### config.mk
export PLATFORM = sky130hd
export DESIGN_NAME = voq_xbar_sched
export DESIGN_NICKNAME = d
export VERILOG_FILES = /design/src/rtl/voq_sched_pkg.sv /design/src/rtl/rr_pick.sv /design/src/rtl/voq_occ_bank.sv /design/src/rtl/voq_match_core.sv /design/src/rtl/voq_xbar_sched.sv
export SDC_FILE = /design/constraint.sdc
export NUM_CORES = 1
export LEC_CHECK = 0
export BUFFER_PORTS_ARGS = -buffer_cell sky130_fd_sc_hd__buf_2
export CAP_MARGIN = 20
export CORE_MARGIN = 2
export CORE_UTILIZATION = 25
export CTS_CLUSTER_DIAMETER = 50
export DETAILED_ROUTE_END_ITERATION = 8
export GPL_TIMING_DRIVEN = 0
export HOLD_SLACK_MARGIN = 0.02
export PLACE_DENSITY_LB_ADDON = 0.12
export SYNTH_ARGS = -nofsm -noshare
export SYNTH_HDL_FRONTEND = slang
export SYNTH_SLANG_ARGS = --single-unit
### constraint.sdc
create_clock -name clk -period 7.1 [get_ports clk]
set_clock_uncertainty 0.15 [all_clocks]
set_input_delay 1.42 -clock clk [delete_from_list [all_inputs] [get_ports clk]]
set_output_delay 1.42 -clock clk [all_outputs]
set_load 0.05 [all_outputs]
### src/rtl/voq_sched_pkg.sv
package voq_sched_pkg;
  function automatic int unsigned idx_w(input int unsigned n);
    return (n < 2) ? 1 : $clog2(n);
  endfunction
endpackage

### src/rtl/rr_pick.sv
module rr_pick #(
  parameter int N = 4,
  parameter int W = 2
) (
  input  logic [N-1:0] req,
  input  logic [W-1:0] ptr,
  output logic         found,
  output logic [W-1:0] idx
);
  always_comb begin
    found = 1'b0;
    idx   = '0;
    for (int k = 0; k < N; k++) begin
      int p;
      p = int'(ptr) + k;
      if (p >= N) p = p - N;
      if (!found && req[p]) begin
        found = 1'b1;
        idx   = W'(p);
      end
    end
  end
endmodule

### src/rtl/voq_occ_bank.sv
module voq_occ_bank #(
  parameter int N     = 4,
  parameter int DEPTH = 8,
  parameter int W     = 2,
  parameter int CW    = $clog2(DEPTH + 1)
) (
  input  logic                clk,
  input  logic                rst,
  input  logic [N-1:0]        enq_vld,
  input  logic [N-1:0][W-1:0] enq_dst,
  input  logic [N-1:0]        deq_vld,
  input  logic [N-1:0]        gnt_vld,
  input  logic [N-1:0][W-1:0] gnt_out,
  output logic [N*N-1:0]      nonempty,
  output logic [N*N-1:0]      full,
  output logic [N-1:0]        deq_err
);
  logic [N-1:0][N-1:0] dec_m;

  for (genvar i = 0; i < N; i++) begin : g_in
    for (genvar j = 0; j < N; j++) begin : g_q
      logic [CW-1:0] cnt;
      logic          inc;
      logic          dec;
      assign dec = deq_vld[i] && gnt_vld[i] && (gnt_out[i] == W'(j)) && (cnt != '0);
      assign inc = enq_vld[i] && (enq_dst[i] == W'(j)) && ((cnt != CW'(DEPTH)) || dec);
      assign dec_m[i][j] = dec;
      always_ff @(posedge clk) begin
        if (rst)               cnt <= '0;
        else if (inc && !dec)  cnt <= cnt + 1'b1;
        else if (dec && !inc)  cnt <= cnt - 1'b1;
      end
      assign nonempty[i*N+j] = (cnt != '0);
      assign full[i*N+j]     = (cnt == CW'(DEPTH));
    end

    always_ff @(posedge clk) begin
      if (rst) deq_err[i] <= 1'b0;
      else     deq_err[i] <= deq_vld[i] && (dec_m[i] == '0);
    end
  end
endmodule

### src/rtl/voq_match_core.sv
module voq_match_core #(
  parameter int N     = 4,
  parameter int W     = 2,
  parameter int ITERS = 4
) (
  input  logic [N*N-1:0]      req,
  input  logic [N-1:0][W-1:0] gptr,
  input  logic [N-1:0][W-1:0] aptr,
  output logic [N-1:0]        m_vld,
  output logic [N-1:0][W-1:0] m_out,
  output logic [N-1:0][W-1:0] gptr_n,
  output logic [N-1:0][W-1:0] aptr_n
);
  logic [N-1:0]        in_free  [ITERS+1];
  logic [N-1:0]        out_free [ITERS+1];
  logic [N-1:0]        acc_f    [ITERS];
  logic [N-1:0][W-1:0] acc_i    [ITERS];

  assign in_free[0]  = '1;
  assign out_free[0] = '1;

  for (genvar t = 0; t < ITERS; t++) begin : g_it
    logic [N-1:0]        gfound;
    logic [N-1:0][W-1:0] gidx;
    logic [N-1:0]        afound;
    logic [N-1:0][W-1:0] aidx;
    logic [N-1:0]        out_taken;

    for (genvar j = 0; j < N; j++) begin : g_out
      logic [N-1:0] col;
      always_comb begin
        for (int i = 0; i < N; i++)
          col[i] = req[i*N+j] && in_free[t][i] && out_free[t][j];
      end
      rr_pick #(.N(N), .W(W)) u_gnt (
        .req(col), .ptr(gptr[j]), .found(gfound[j]), .idx(gidx[j]));
    end

    for (genvar i = 0; i < N; i++) begin : g_inp
      logic [N-1:0] row;
      always_comb begin
        for (int j = 0; j < N; j++)
          row[j] = gfound[j] && (gidx[j] == W'(i));
      end
      rr_pick #(.N(N), .W(W)) u_acc (
        .req(row), .ptr(aptr[i]), .found(afound[i]), .idx(aidx[i]));
    end

    always_comb begin
      out_taken = '0;
      for (int i = 0; i < N; i++)
        if (afound[i]) out_taken[aidx[i]] = 1'b1;
    end

    assign in_free[t+1]  = in_free[t] & ~afound;
    assign out_free[t+1] = out_free[t] & ~out_taken;
    assign acc_f[t]      = afound;
    assign acc_i[t]      = aidx;
  end

  function automatic logic [W-1:0] wrap_inc(input logic [W-1:0] x);
    return (x == W'(N - 1)) ? '0 : x + 1'b1;
  endfunction

  always_comb begin
    m_vld = '0;
    m_out = '0;
    for (int i = 0; i < N; i++)
      for (int t = 0; t < ITERS; t++)
        if (acc_f[t][i]) begin
          m_vld[i] = 1'b1;
          m_out[i] = acc_i[t][i];
        end
  end

  always_comb begin
    gptr_n = gptr;
    aptr_n = aptr;
    for (int i = 0; i < N; i++)
      if (acc_f[0][i]) begin
        aptr_n[i]             = wrap_inc(acc_i[0][i]);
        gptr_n[acc_i[0][i]]   = wrap_inc(W'(i));
      end
  end
endmodule

### src/rtl/voq_xbar_sched.sv
module voq_xbar_sched
  import voq_sched_pkg::*;
#(
  parameter int N     = 4,
  parameter int DEPTH = 8,
  parameter int ITERS = N,
  localparam int W    = idx_w(N)
) (
  input  logic             clk,
  input  logic             rst,
  input  logic             slot_tick,
  input  logic [N-1:0]     enq_vld,
  input  logic [N*W-1:0]   enq_dst,
  input  logic [N-1:0]     deq_vld,
  output logic [N-1:0]     gnt_vld,
  output logic [N*W-1:0]   gnt_out,
  output logic [N*N-1:0]   voq_full,
  output logic [N-1:0]     deq_err
);
  logic [N-1:0][W-1:0] enq_dst_p;
  logic [N-1:0][W-1:0] gnt_out_q;
  logic [N-1:0][W-1:0] gptr_q, aptr_q, gptr_n, aptr_n, m_out;
  logic [N-1:0]        gnt_vld_q, m_vld;
  logic [N*N-1:0]      req_w;

  assign enq_dst_p = enq_dst;

  voq_occ_bank #(.N(N), .DEPTH(DEPTH), .W(W)) u_occ (
    .clk(clk), .rst(rst),
    .enq_vld(enq_vld), .enq_dst(enq_dst_p),
    .deq_vld(deq_vld), .gnt_vld(gnt_vld_q), .gnt_out(gnt_out_q),
    .nonempty(req_w), .full(voq_full), .deq_err(deq_err));

  voq_match_core #(.N(N), .W(W), .ITERS(ITERS)) u_match (
    .req(req_w), .gptr(gptr_q), .aptr(aptr_q),
    .m_vld(m_vld), .m_out(m_out), .gptr_n(gptr_n), .aptr_n(aptr_n));

  always_ff @(posedge clk) begin
    if (rst) begin
      gnt_vld_q <= '0;
      gnt_out_q <= '0;
      gptr_q    <= '0;
      aptr_q    <= '0;
    end else if (slot_tick) begin
      gnt_vld_q <= m_vld;
      gnt_out_q <= m_out;
      gptr_q    <= gptr_n;
      aptr_q    <= aptr_n;
    end
  end

  assign gnt_vld = gnt_vld_q;
  assign gnt_out = gnt_out_q;
endmodule

## After elaboration in Yosys (flattened, before gate mapping)

Index checks and enable logic that the tools add are counted.

| word-level totals | value |
|---|---|
| flip-flop bits (word level) | 96 |
| latch bits | 0 |
| RAM bits | 0 |
| memory bits (read-only) | 0 |
| bits of input ports | 19 |
| output and inout bits | 32 |
| memories kept | 0 |

| cells by class | value |
|---|---|
| $add $sub $neg | 92 |
| multiply operators | 0 |
| div/mod/pow operators | 0 |
| order comparisons | 88 |
| equality and inequality tests | 108 |
| shift operators | 0 |
| multiplexer cells | 788 |
| bitwise logic cells | 28 |
| reduce and logical (&&, ||, !) cells | 580 |

Operator list:

| kind | number |
|---|---|
| 32-bit by 4-bit < comparator with 1-bit output, second input constant | 32 |
| 32-bit two-way mux | 32 |
| 1-bit two-way mux | 412 |
| 1-bit logical AND | 372 |
| 2-bit two-way mux | 152 |
| 1-bit binary-select mux with 2-bit select | 128 |
| 4-bit two-way mux | 44 |
| 1-bit logical NOT | 128 |
| 2-bit == test, second input constant | 52 |
| 3-bit by 3-bit subtractor with 4-bit output, second input constant | 24 |
| 3-bit >= comparator, second input constant | 24 |
| 4-bit by 1-bit adder with 4-bit output, second input constant | 16 |
| 4-bit == test, second input constant | 16 |
| 4-bit != test, second input constant | 16 |
| 4-bit nonzero test | 16 |
| 4-bit by 1-bit subtractor with 4-bit output, second input constant | 16 |
| 2-bit by 2-bit adder with 3-bit output, second input constant | 16 |
| 2-bit by 1-bit == test with 1-bit output, second input constant | 24 |
| 2-bit logical NOT | 24 |
| 4-bit OR | 11 |
| 2-bit by 3-bit < comparator with 1-bit output, second input constant | 12 |
| 8-bit two-way mux | 4 |
| 4-bit NOT | 8 |
| 2-bit nonzero test | 16 |
| other kinds (14) | 89 |

## Logic depth before layout (Yosys ltp)

Gate-level depths: netlist (run 1).

| logic depth | value |
|---|---|
| depth in word-level cells | 156 |
| mapped depth | 27 |
| mapped depth without buffers | 23 |

## Cells and area by module

A second synthesis (run 1) with hierarchy kept.

| unflattened totals | value |
|---|---|
| cell total of the unflattened synthesis | 1468 |
| area total of the unflattened synthesis | 10421.2 sq um |

Modules (own cells, without submodules):

| module | times used | cells an instance | area an instance (sq um) | sequential area each (sq um) |
|---|---|---|---|---|
| voq_occ_bank | 1 | 542 | 4749.6 | 1361.3 |
| rr_pick | 32 | 15 | 77.6 | 0.0 |
| voq_match_core | 1 | 356 | 2177.1 | 0.0 |
| voq_xbar_sched | 1 | 90 | 1012.2 | 560.5 |

## Worst setup path before layout (run 1)

Ideal clock, no wire load.

| path | value |
|---|---|
| path type | register to register |
| start | register u_occ.g_in[1].g_q[0].cnt[0] |
| end | register gnt_out_q, in the netlist gnt_out[2] |
| library setup time | 0.119 ns |
| data arrival time | 5.464 ns |
| required time | 6.831 ns |
| path slack | 1.367 ns |
| stages on the path, launching flop included | 23 |
| clock period less this slack | 5.733 ns |
| cell sequence | dfxtp_1 nor4_2 a21oi_1 a211oi_2 buf_4 mux2i_1 o21ai_0 inv_1 ha_1 o41ai_2 o2111ai_1 nor4_4 a21o_2 or4_4 or3b_1 or3_1 o221ai_1 o32ai_1 nor4_4 nor3b_1 nor4_1 a21boi_1 o21ai_1 |

| on the way | value |
|---|---|
| longest elaborated chain between the ends | 155 |
| elaborated cells between the ends (all ways) | 948 |
| classes of those cells | order compare (24); eq/ne (31); mux (560); bitwise (19); reduce/logical (314) |

RTL lines:

| element | RTL line | RTL |
|---|---|---|
| start, declared | voq_occ_bank.sv:22 | `logic [CW-1:0] cnt;` |
| start signal, assigned | voq_occ_bank.sv:30 | `else if (inc && !dec) cnt <= cnt + 1'b1;` |
| start signal, assigned | voq_occ_bank.sv:31 | `else if (dec && !inc) cnt <= cnt - 1'b1;` |
| 4-bit nonzero test * | voq_occ_bank.sv:33 | `assign nonempty[i*N+j] = (cnt != '0);` |
| 1-bit binary-select mux with 2-bit select | rr_pick.sv:17 | `if (!found && req[p]) begin` |
| 1-bit two-way mux (not written as such) (2 in series) | rr_pick.sv:17 |  |
| 1-bit two-way mux | rr_pick.sv:17 |  |
| 1-bit logical NOT | rr_pick.sv:17 |  |
| 1-bit logical AND | rr_pick.sv:17 |  |
| 1-bit two-way mux | rr_pick.sv:17 |  |
| 1-bit logical NOT | rr_pick.sv:17 |  |
| [... 138 more ...] | - |  |
| 1-bit two-way mux | rr_pick.sv:17 |  |
| 1-bit logical NOT | rr_pick.sv:17 |  |
| 1-bit logical AND | rr_pick.sv:17 |  |
| 1-bit two-way mux | rr_pick.sv:17 |  |
| 1-bit logical NOT | rr_pick.sv:17 |  |
| 1-bit logical AND | rr_pick.sv:17 |  |
| 2-bit two-way mux / 1-bit two-way mux (equally long branches) | rr_pick.sv:17 |  |
| 2-bit two-way mux * | voq_match_core.sv:70 | `if (acc_f[t][i]) begin` |
| end signal, assigned | voq_xbar_sched.sv:46 | `gnt_out_q <= m_out;` |
| end, declared | voq_xbar_sched.sv:21 | `logic [N-1:0][W-1:0] gnt_out_q;` |

Every way passes the cells marked *; elsewhere a longest branch is shown, timed or not. The select of a mux whose other input is x is not followed.
A chain may end at the register's enable or synchronous reset.

## Final worst setup path (run 1)

| path | value |
|---|---|
| start | register u_occ.g_in[2].g_q[2].cnt[0] |
| end | register gnt_out_q, in the netlist gnt_out[2] |

| on the way | value |
|---|---|
| longest elaborated chain between the ends | 155 |
| elaborated cells between the ends (all ways) | 948 |
| classes of those cells | order compare (24); eq/ne (31); mux (560); bitwise (19); reduce/logical (314) |

RTL lines:

| element | RTL line |
|---|---|
| start, declared | voq_occ_bank.sv:22 |
| start signal, assigned | voq_occ_bank.sv:30 |
| start signal, assigned | voq_occ_bank.sv:31 |
| 4-bit nonzero test * | voq_occ_bank.sv:33 |
| 1-bit binary-select mux with 2-bit select | rr_pick.sv:17 |
| 1-bit two-way mux (not written as such) (2 in series) | rr_pick.sv:17 |
| 1-bit two-way mux | rr_pick.sv:17 |
| 1-bit logical NOT | rr_pick.sv:17 |
| 1-bit logical AND | rr_pick.sv:17 |
| 1-bit two-way mux | rr_pick.sv:17 |
| 1-bit logical NOT | rr_pick.sv:17 |
| [... 138 more ...] | - |
| 1-bit two-way mux | rr_pick.sv:17 |
| 1-bit logical NOT | rr_pick.sv:17 |
| 1-bit logical AND | rr_pick.sv:17 |
| 1-bit two-way mux | rr_pick.sv:17 |
| 1-bit logical NOT | rr_pick.sv:17 |
| 1-bit logical AND | rr_pick.sv:17 |
| 2-bit two-way mux / 1-bit two-way mux (equally long branches) | rr_pick.sv:17 |
| 2-bit two-way mux * | voq_match_core.sv:70 |

Marked as above.

==> impl_metrics.csv, run 1 <==
group,metric,value,unit
worst_setup_path,cp_max_fo,10,
worst_setup_path,arrival,6.96,ns
worst_setup_path,worstPathCellList,"nor4_4 > buf_4 > o21ai_1 > a31oi_2 > o21ai_0 > a21oi_1 > inv_1 > ha_1 > inv_1 > o2111a_1 > o211a_1 > o21ai_0 > a32oi_4 > o2111ai_4 > or4_1 > buf_2 > nand2_1 > a221o_1 > buf_4 > nand4_1 > nor3b_1 > nor4_2 > a21boi_1 > o21ai_1",
routing,via_count,11800,
worst_setup_path,ff2ff_path_depth,24,
synth,synth_ff_type,"dfxtp_1",
global_routing,grt_usage,21.3,%
global_routing,grt_busiest_layer,"met2",
final_layout,drive_gt1_share,16.6,%
clock_network,clk_pin_slew,0.09,ns
hold_path,hold_depth,2,
worst_setup_path,rrSetupSlack,0.27,ns
hold_path,hold_start,"u_occ.g_in[1].g_q[3].cnt[3]$_SDFFE_PP0P_",
hold_path,min_to,"u_occ.g_in[1].g_q[3].cnt[3]$_SDFFE_PP0P_",
clock_network,clockBufferDepth,2,
final_layout,num_antenna_cells,0,
job,max_cap_viol_count,0,
hold_path,hp-class,"reg2reg",
clock_network,cts-root-buf,"clkbuf_16",
routing,drt-initial-drc-count,1041,
synth,syn-cell-area,10700,um2
global_routing,use_met2,32.9,%
synth,synth_edf_count,0,
clock_network,numCtsBuffers,9,
timing,finalHoldViolCount,0,
place,dp_worst_setup_slack,-1.24,ns
synth,synth_seq_area_share,17.9,%
power_and_ir_drop,power,5.82,mW
synth,ys_seq_elements,96,
timing,period_share,96.2,%
power_and_ir_drop,peakVddDrop,0.117,mV
routing,drtAntennaViolNets,0,
routing,drcViolationCount,0,
synth,synth_cell_types,111,
worst_setup_path,cp.required,7.23,ns
routing,wirelength,47500,um
worst_setup_path,path_class,"reg2reg",
global_routing,grt_max_degree,18,
routing,dr.pass1.iters,5,
global_routing,antenna_found_initial,2,
clock_network,clock_sinks,96,
global_routing,met1_usage,29.5,%
timing,fmax,0.146,GHz
global_routing,grt_pass1_wl,70900,um
synth,netlist_instances,1412,
global_routing,grt_pass1_vias,11000,
worst_setup_path,critPathBufInv,5,
floorplan,top_level_ports,51,
global_routing,grt_overflow,0,
floorplan,die_w,211,um
run_status,outcome,"finished clean",
final_layout,area_growth,18.2,%
final_layout,final_common_cell,"nor2_1",
worst_setup_path,reg2reg_from,"u_occ.g_in[2].g_q[2].cnt[0]$_SDFFE_PP0P_",
worst_setup_path,rr_endpoint,"gnt_out[2]$_SDFFE_PP0P_",
timing,worst_slew_pin_slew,1.11,ns
timing,report.final.slew_viol_count,0,
power_and_ir_drop,p_leak,4.84,nW
worst_setup_path,worst_setup_path_start_kind,"register",
floorplan,rows,75,
worst_setup_path,critPathTopFamily,"compound AO/OA/AOI/OAI gates",
worst_setup_path,cpPeakStageDelay,0.63,ns
synth,ys_async_sr_fraction,0,%
clock_network,clock_latency,0.40,ns
floorplan,die_h,211,um
place,io_buffers,48,
clock_network,cts_max_level,3,
worst_setup_path,crit_slowest_cell,"or4_1",
final_layout,final_cell_mix,"nor2_1, a21oi_1, nand2_1",
floorplan,coreArea,42100,um2
timing,maxSlewHeadroom,25.0,%
worst_setup_path,end_kind,"register",
synth,synthesis.area_per_instance,7.59,um2
place,dpl.hpwl,37300,um
clock_network,ctsHoldBuffers,0,
timing,hold_slack,0.365,ns
synth,yosysWarnings,0,
routing,wire_per_inst,23.1,um
routing,via_per_inst,5.75,
global_routing,met3_usage,2.29,%
final_layout,layout.nets,1609,
clock_network,cts_tree,"built",
place,gp_congestion,0.931,
timing,setup_ws,0.267,ns
power_and_ir_drop,p_per_area,460,nW/um2
floorplan,dieArea,44600,um2
floorplan,initial_core_util,25.5,%
timing,final-setup-viol-count,0,
synth,syn-num-nets,1511,
timing,finalCriticalPeriod,6.83,ns
tightest hold or removal path, stage by stage (launching register included):
cell and delay (ns):
dfxtp_1 0.33, o21ai_0 0.08, a21oi_1 0.06
cell usage after synthesis, drive strengths merged, types with 20 or more instances:
master,n,share of area (%)
nor2,165,5.8
a21oi,132,6.2
nand2,113,4.0
o21ai,101,4.7
dfxtp,96,18
ha,64,7.5
nand3,48,2.4
inv,43,1.5
clkbuf,39,1.4
or3,33,1.9
nor3,32,1.7
nor4,32,3.3
xnor2,32,2.6
or4,31,2.3
nand4,29,1.7
buf,25,1.3
nor4b,25,2.2
a21o,24,1.7
a211oi,21,1.8
mux2i,21,2.0
o211ai,20,1.6
cell families after synthesis:
kind of cell               count (synthesis)  synth area share (%)
AOI/OAI and AO/OA                        464                  30.4
xor gates and xnor gates                  49                  4.00
adders and majority gates                 80                  10.5
buffers and inverters                    109                  4.21
DFF                                       96                  17.9
muxes                                     21                  1.96
and+or+nand+nor                          593                  31.1
routing by layer:
layer / vias up / wire [um]
met2: 436 / 20800
met4: 0 / 2230
met3: 85 / 2670
li1: 5613 / -
met5: - / 0
met1: 5676 / 21700
how the worst max path moves through the flow:
stage / start / to / cells after the start
3_5_place_dp: u_occ.g_in[2].g_q[0].cnt[0]$_SDFFE_PP0P_ / gnt_out[2]$_SDFFE_PP0P_ / 22
4_1_cts: u_occ.g_in[2].g_q[1].cnt[0]$_SDFFE_PP0P_ / gnt_vld[3]$_SDFFE_PP0P_ / 20
5_1_grt: u_occ.g_in[0].g_q[1].cnt[0]$_SDFFE_PP0P_ / gnt_out[2]$_SDFFE_PP0P_ / 23
6_report: u_occ.g_in[2].g_q[2].cnt[0]$_SDFFE_PP0P_ / gnt_out[2]$_SDFFE_PP0P_ / 24
2_1_floorplan: u_occ.g_in[1].g_q[0].cnt[0]$_SDFFE_PP0P_ / gnt_out[2]$_SDFFE_PP0P_ / 22
3_3_place_gp: u_occ.g_in[2].g_q[0].cnt[0]$_SDFFE_PP0P_ / gnt_out[2]$_SDFFE_PP0P_ / 22
report_power, final:
| group | total [mW] | internal [mW] | leakage (nW) | switching [mW] |
|---|---|---|---|---|
| Combinational | 4.43 | 1.48 | 3.91 | 2.95 |
| Clock | 0.555 | 0.288 | 0.151 | 0.267 |
| Sequential | 0.839 | 0.642 | 0.787 | 0.197 |
through the flow:
step	TNS (ns)	instance area (um2)	instances	utilization [%]
6_report	0	12700	2054	30.1
5_1_grt	-0.0561	12700	2054	30.1
4_1_cts	0	12300	2033	29.1
3_5_place_dp	-11.93	11700	2003	27.7
3_3_place_gp	-12.08	11600	1999	27.6
2_1_floorplan	0	10700	1412	-
final cells by class:
| class | instances | area, um2 |
|---|---|---|
| clock buffer | 10 | 239 |
| timing repair buffer | 88 | 543 |
| fill | 4579 | 29500 |
| sequential | 96 | 1920 |
| buffer | 63 | 284 |
| tap | 539 | 674 |
| clock inverter | 6 | 75.1 |
| inverter | 45 | 169 |
| multi-input combinational | 1207 | 8770 |
flip-flops by register name, summed over array words and instances, names as in the netlist:
name / cells
aptr_q: 8
gnt_vld: 4
u_occ.deq_err: 4
u_occ.g_in.g_q.cnt: 64
gptr_q: 8
gnt_out: 8
repair_timing:
item / 4_1_cts / 5_1_grt
endpoints found under the setup margin: 12 / 12
pin swaps: 9 / 15
gates cloned: 0 / 0
setup buffers: 14 / 22
resized for setup: 26 / 47
No activity file was read; power rests on OpenSTA's default activity.
==> run 2, diff against run 1 <==
ABC_AREA = 1   (was not set)
==> run 2 against run 1 <==
Effect of this change:
- via count rose by 38%
- the flow now finishes with violations (negative setup slack)
- design area is 52% higher
- critical path depth up 42
- die area rose by 24%
- clock-buffer cell count rose by 1
- cell count is 56% higher
- non-clock buffer count is 143 higher
- routed wire length increased by 25%
- hold slack worse by 0.038 ns
==> impl_metrics.csv, run 2 <==
group,metric,value,unit
run_status,outcome,"finished with violations",
run_status,violations,"negative setup slack",
final_layout,final_cells,3202,
synth,synth_seq_area_share,14.4,%
clock_network,cts_max_level,3,
synth,synth_common_cells,"nand2_1, nand3_1, nor2_1",
worst_setup_path,critPathTopFamily,"simple AND/OR/NAND/NOR gates",
synth,netlist_instances,2275,
synth,synth_top_area_share,16.7,%
worst_setup_path,critPathLaunch,"gptr_q[0]$_SDFFE_PP0P_",
clock_network,clock_sinks,96,
worst_setup_path,end_kind,"register",
place,gp_congestion,0.880,
synth,synth_cell_types,61,
synth,synth_edf_count,0,
place,dpl.hpwl,45200,um
floorplan,dieArea,55200,um2
floorplan,initial_core_util,25.3,%
worst_setup_path,reg2reg_from,"gptr_q[0]$_SDFFE_PP0P_",
floorplan,die_h,235,um
routing,dr.pass1.iters,5,
final_layout,layout.nets,2608,
worst_setup_path,crit_slowest_cell,"dfxtp_2",
worst_setup_path,worst_setup_path_start_kind,"register",
worst_setup_path,cpPeakStageDelay,0.33,ns
synth,synthTopCellsByArea,"nand2_1, dfxtp_1, nand3_1",
global_routing,antenna_found_initial,2,
clock_network,clock_latency,0.39,ns
timing,rsz0062_at_grt,"true",
clock_network,numCtsBuffers,9,
global_routing,grt_usage,20.6,%
worst_setup_path,rr_endpoint,"gnt_out[1]$_SDFFE_PP0P_",
final_layout,largest-register,"u_occ.g_in.g_q.cnt",
routing,drcViolationCount,0,
final_layout,final_common_cell,"nand2_1",
synth,yosys.area.top_type,"nand2_1",
timing,final-setup-viol-count,12,
place,io_buffers,49,
synth,yosys.cell_count.top_type,"nand2_1",
routing,drt-initial-drc-count,941,
worst_setup_path,ff2ff_path_depth,66,
worst_setup_path,critPathBufInv,11,
routing,via_per_inst,5.10,
clock_network,cts_tree,"built",
floorplan,coreArea,52700,um2
routing,drtAntennaViolNets,0,
global_routing,grt_pass1_vias,15300,
synth,yosysWarnings,0,
worst_setup_path,path_class,"reg2reg",
routing,wire_per_inst,18.5,um
final_layout,final_cell_mix,"nand2_1, nand3_1, nor2_1",
final_layout,largest_reg_flops,64,
floorplan,top_level_ports,51,
synth,syn-cell-area,13300,um2
timing,finalCriticalPeriod,8.31,ns
worst_setup_path,cp.required,7.23,ns
timing,report.final.slew_viol_count,0,
timing,maxSlewHeadroom,24.6,%
timing,fmax,0.120,GHz
worst_setup_path,cp_max_fo,8,
global_routing,grt_max_degree,18,
clock_network,cts-root-buf,"clkbuf_16",
worst_setup_path,rrSetupSlack,-1.21,ns
place,placed_cells,3012,
hold_path,hp-class,"reg2reg",
timing,worst_slew_pin_slew,1.13,ns
clock_network,clk_pin_slew,0.08,ns
hold_path,hold_start,"u_occ.g_in[0].g_q[2].cnt[0]$_SDFFE_PP0P_",
timing,period_share,117,%
worst_setup_path,cp_num_cells,66,
routing,wirelength,59400,um
final_layout,area_growth,44.6,%
final_layout,num_antenna_cells,0,
routing,via_count,16300,
floorplan,die_w,235,um
timing,setup_ws,-1.21,ns
global_routing,grt_overflow,0,
floorplan,rows,84,
synth,syn-num-nets,2374,
job,max_cap_viol_count,0,
clock_network,clockBufferDepth,2,
worst_setup_path,arrival,8.44,ns
worst_setup_path,crit_end,"gnt_out[1]$_SDFFE_PP0P_",
synth,synth_ff_type,"dfxtp_1",
synth,ys_seq_elements,96,
final_layout,drive_gt1_share,40.7,%
worst_setup_path,cp_common_cell,"nand2_2",
synth,synthesis.area_per_instance,5.86,um2
global_routing,grt_pass1_wl,88600,um
timing,finalHoldViolCount,0,
synth,ys_async_sr_fraction,0,%
-- run 2: changes by cell type after synthesis, sizes merged, moves of 53 or more --
cell,delta
nand3,+324
nand2,+546
a21oi,-53
inv,+195
nor2,+139
nand4,+72
-- run 2: routing by layer --
layer,vias up,global-route usage (%),wire [um]
met5,-,0,0
met4,0,7.06,1970
met3,80,1.63,2190
met2,327,34.8,28200
met1,7832,27.5,27000
li1,8089,-,-
-- run 2: layout make-up --
cell class / count / area [um2]
Inverter: 244 / 958
Buffer: 72 / 425
Sequential cell: 96 / 2010
Tap cell: 688 / 861
Clock buffer: 11 / 253
Fill cell: 5663 / 33400
Timing Repair Buffer: 222 / 1800
Multi-Input combinational cell: 1864 / 12900
Clock inverter: 5 / 67.6
-- run 2: worst min path at each step --
stage	cells past startpoint	to
after detailed placement	2	u_occ.g_in[3].g_q[1].cnt[3]$_SDFFE_PP0P_
after global routing	1	u_occ.g_in[0].g_q[2].cnt[0]$_SDFFE_PP0P_
after global placement	2	u_occ.g_in[2].g_q[3].cnt[3]$_SDFFE_PP0P_
final	1	u_occ.g_in[0].g_q[2].cnt[0]$_SDFFE_PP0P_
after CTS	2	u_occ.g_in[3].g_q[1].cnt[3]$_SDFFE_PP0P_
after floorplan	2	u_occ.g_in[0].g_q[0].cnt[3]$_SDFFE_PP0P_
-- run 2: through the flow --
step	area (um2)	TNS, ns	utilization (%)	hold slack, ns	worst slack [ns]
finish	19300	-13.27	36.6	0.327	-1.21
global route	19300	-19.05	36.6	0.357	-1.68
CTS	17600	-10.88	33.5	0.356	-1.03
detailed placement	14400	-30.25	27.4	0.331	-2.82
global placement	14400	-29.64	27.4	0.324	-2.76
floorplan	13300	0	-	0.310	0.148
-- run 2: cells by family (layout without fill, tap and decap cells) --
| logic type | Yosys count | after routing | share of synthesized area (%) |
|---|---|---|---|
| xor+xnor | 37 | 37 | 2.85 |
| buf+inv | 317 | 554 | 9.78 |
| compound gates | 248 | 248 | 11.5 |
| fa+ha+maj | 80 | 80 | 8.41 |
| flops | 96 | 96 | 14.4 |
| simple gates | 1497 | 1499 | 53.1 |
-- run 2: worst reg2reg max path, delay by kind of cell, from the launching register on --
| kind | cells | cell delay (ns) |
|---|---|---|
| AOI/OAI and AO/OA | 5 | 0.75 |
| DFF | 1 | 0.33 |
| xor gates and xnor gates | 1 | 0.25 |
| adders and majority gates | 1 | 0.19 |
| and+or+nand+nor | 48 | 5.40 |
| buffers and inverters | 11 | 1.16 |
-- run 2: timing repair --
action                                  in CTS  in global routing
hold endpoints to repair                     0                  0
endpoints found under the setup margin      12                 12
cloned                                       6                  0
buffers inserted                           116                 53
hold buffers                                 0                  0
resized for setup                          507                308
pin swaps                                  168                215
Power of run 2 is not shown: default switching activity piles up to over one toggle a cycle in this logic, so the estimate is an artifact.
==> run 3, diff against run 2 <==
CAP_MARGIN = 25   (was 20)
GPL_TIMING_DRIVEN = not set   (was 0)
==> run 3 against run 2 <==
Effect of this change:
- the flow still finishes with violations (negative setup slack)
- hold slack improved by 0.024 ns
- sequential share of layout area is 1.2 points lower
- cell count rose by 9.4%
- utilization increased by 3.9 points
- flip-flop and latch count unchanged
- register-to-register slack improved by 0.16 ns
- fmax rose by 2.0%
- non-clock buffer count grew 297
==> impl_metrics.csv, run 3 (synthesized netlist as in run 2, its figures left out) <==
group,metric,value,unit
clock_network,numCtsBuffers,9,
routing,via_count,17200,
global_routing,antenna_found_initial,1,
timing,report.final.slew_viol_count,0,
floorplan,rows,84,
final_layout,final_cell_mix,"buf_4, nand2_1, nand3_1",
final_layout,fillers,5653,
final_layout,layout.nets,2908,
hold_path,min_to,"u_occ.g_in[2].g_q[2].cnt[3]$_SDFFE_PP0P_",
timing,hold_slack,0.351,ns
place,io_buffers,50,
global_routing,grt_max_degree,40,
job,max_cap_viol_count,0,
timing,setup_ws,-1.05,ns
final_layout,final_common_cell,"buf_4",
routing,dr.pass1.iters,7,
place,gp_congestion,0.889,
worst_setup_path,rr_endpoint,"gnt_out[4]$_SDFFE_PP0P_",
timing,worst_slew_pin_slew,0.777,ns
place,placed_cells,3340,
clock_network,clock_latency,0.37,ns
routing,drt-initial-drc-count,977,
run_status,outcome,"finished with violations",
hold_path,hold_start,"u_occ.g_in[2].g_q[2].cnt[3]$_SDFFE_PP0P_",
global_routing,grt_pass1_wl,90200,um
worst_setup_path,reg2reg_from,"gptr_q[4]$_SDFFE_PP0P_",
timing,finalHoldViolCount,0,
global_routing,grt_overflow,0,
floorplan,coreArea,52700,um2
clock_network,cts_tree,"built",
final_layout,largest_reg_flops,64,
routing,wire_per_inst,17.0,um
floorplan,dieArea,55200,um2
floorplan,top_level_ports,51,
routing,drtAntennaViolNets,0,
timing,period_share,115,%
final_layout,largest-register,"u_occ.g_in.g_q.cnt",
routing,drcViolationCount,0,
clock_network,clk_pin_slew,0.08,ns
global_routing,grt_usage,20.6,%
worst_setup_path,cp_common_cell,"buf_4",
final_layout,area_growth,60.0,%
worst_setup_path,worst_setup_path_start_kind,"register",
hold_path,hp-class,"reg2reg",
worst_setup_path,cpPeakStageDelay,0.34,ns
clock_network,cts-root-buf,"clkbuf_16",
timing,rsz0062_at_grt,"true",
floorplan,initial_core_util,25.3,%
worst_setup_path,path_class,"reg2reg",
final_layout,finalCoreUtilization,40.5,%
worst_setup_path,crit_slowest_cell,"dfxtp_2",
worst_setup_path,arrival,8.28,ns
clock_network,cts_max_level,3,
clock_network,clock_sinks,96,
worst_setup_path,end_kind,"register",
run_status,violations,"negative setup slack",
worst_setup_path,cp.required,7.23,ns
global_routing,grt_pass1_vias,16300,
floorplan,die_w,235,um
final_layout,final_cells,3503,
timing,fmax,0.123,GHz
timing,finalCriticalPeriod,8.15,ns
timing,maxSlewHeadroom,48.2,%
worst_setup_path,rrSetupSlack,-1.05,ns
hold_path,hold_depth,2,
worst_setup_path,ff2ff_path_depth,65,
clock_network,ctsHoldBuffers,0,
floorplan,die_h,235,um
routing,wirelength,59500,um
routing,via_per_inst,4.90,
place,dpl.hpwl,46200,um
worst_setup_path,cp_max_fo,5,
clock_network,clockBufferDepth,2,
timing,final-setup-viol-count,13,
final_layout,drive_gt1_share,46.6,%
[run 3: area by class of cell]
type / instances / area (um2) / area share (%)
Antenna cell: 2 / 5.00 / 0.0235
Clock buffer: 10 / 229 / 1.07
Clock inverter: 5 / 41.3 / 0.194
Inverter: 244 / 951 / 4.46
Multi-Input combinational cell: 1867 / 12600 / 59.3
Sequential cell: 96 / 1960 / 9.19
Tap cell: 688 / 861 / 4.04
Timing Repair Buffer: 591 / 4640 / 21.8
[run 3: metrics by stage]
| step | setup slack (ns) | setup TNS (ns) | instance area [um2] |
|---|---|---|---|
| 2_1_floorplan | 0.148 | 0 | 13300 |
| 3_3_place_gp | -1.51 | -16.43 | 17100 |
| 3_5_place_dp | -1.63 | -17.19 | 17100 |
| 4_1_cts | -0.848 | -9.39 | 19400 |
| 5_1_grt | -1.53 | -18.76 | 21300 |
| 6_report | -1.05 | -12.37 | 21300 |
[run 3: what timing repair did]
item                                    4_1_cts  5_1_grt
resized for setup                           327      390
endpoints found under the setup margin       12       13
buffers inserted                             97       44
gates cloned                                  6        1
pin swaps                                   121      209
[run 3: metal layers]
metal  part of all wire [%]  global-route usage, %
met2                     48                   35.1
met4                    3.3                   7.29
met3                    3.1                   1.62
met1                     46                   27.2
met5                      0                      0
[run 3: worst max-delay path by stage]
stage                                             startpoint                       to  slack, ns  cells after the start
finish                                gptr_q[4]$_SDFFE_PP0P_  gnt_out[4]$_SDFFE_PP0P_      -1.05                     65
global placement    u_occ.g_in[0].g_q[2].cnt[2]$_SDFFE_PP0P_  gnt_out[1]$_SDFFE_PP0P_      -1.51                     66
global route                          gptr_q[0]$_SDFFE_PP0P_  gnt_out[5]$_SDFFE_PP0P_      -1.53                     68
detailed placement  u_occ.g_in[0].g_q[2].cnt[2]$_SDFFE_PP0P_  gnt_out[1]$_SDFFE_PP0P_      -1.63                     66
CTS                                   gptr_q[0]$_SDFFE_PP0P_  gnt_out[1]$_SDFFE_PP0P_      -0.85                     69
floorplan                             gptr_q[0]$_SDFFE_PP0P_  gnt_vld[0]$_SDFFE_PP0P_       0.15                     66
[run 3: critical path, delay by kind of cell (launching register included)]
family	cells	cell delay, ns
compound gates	2	0.35
xor+xnor	1	0.25
buf+inv	50	5.96
flops	1	0.34
simple gates	12	1.02
Power of run 3 is left out for the same reason.
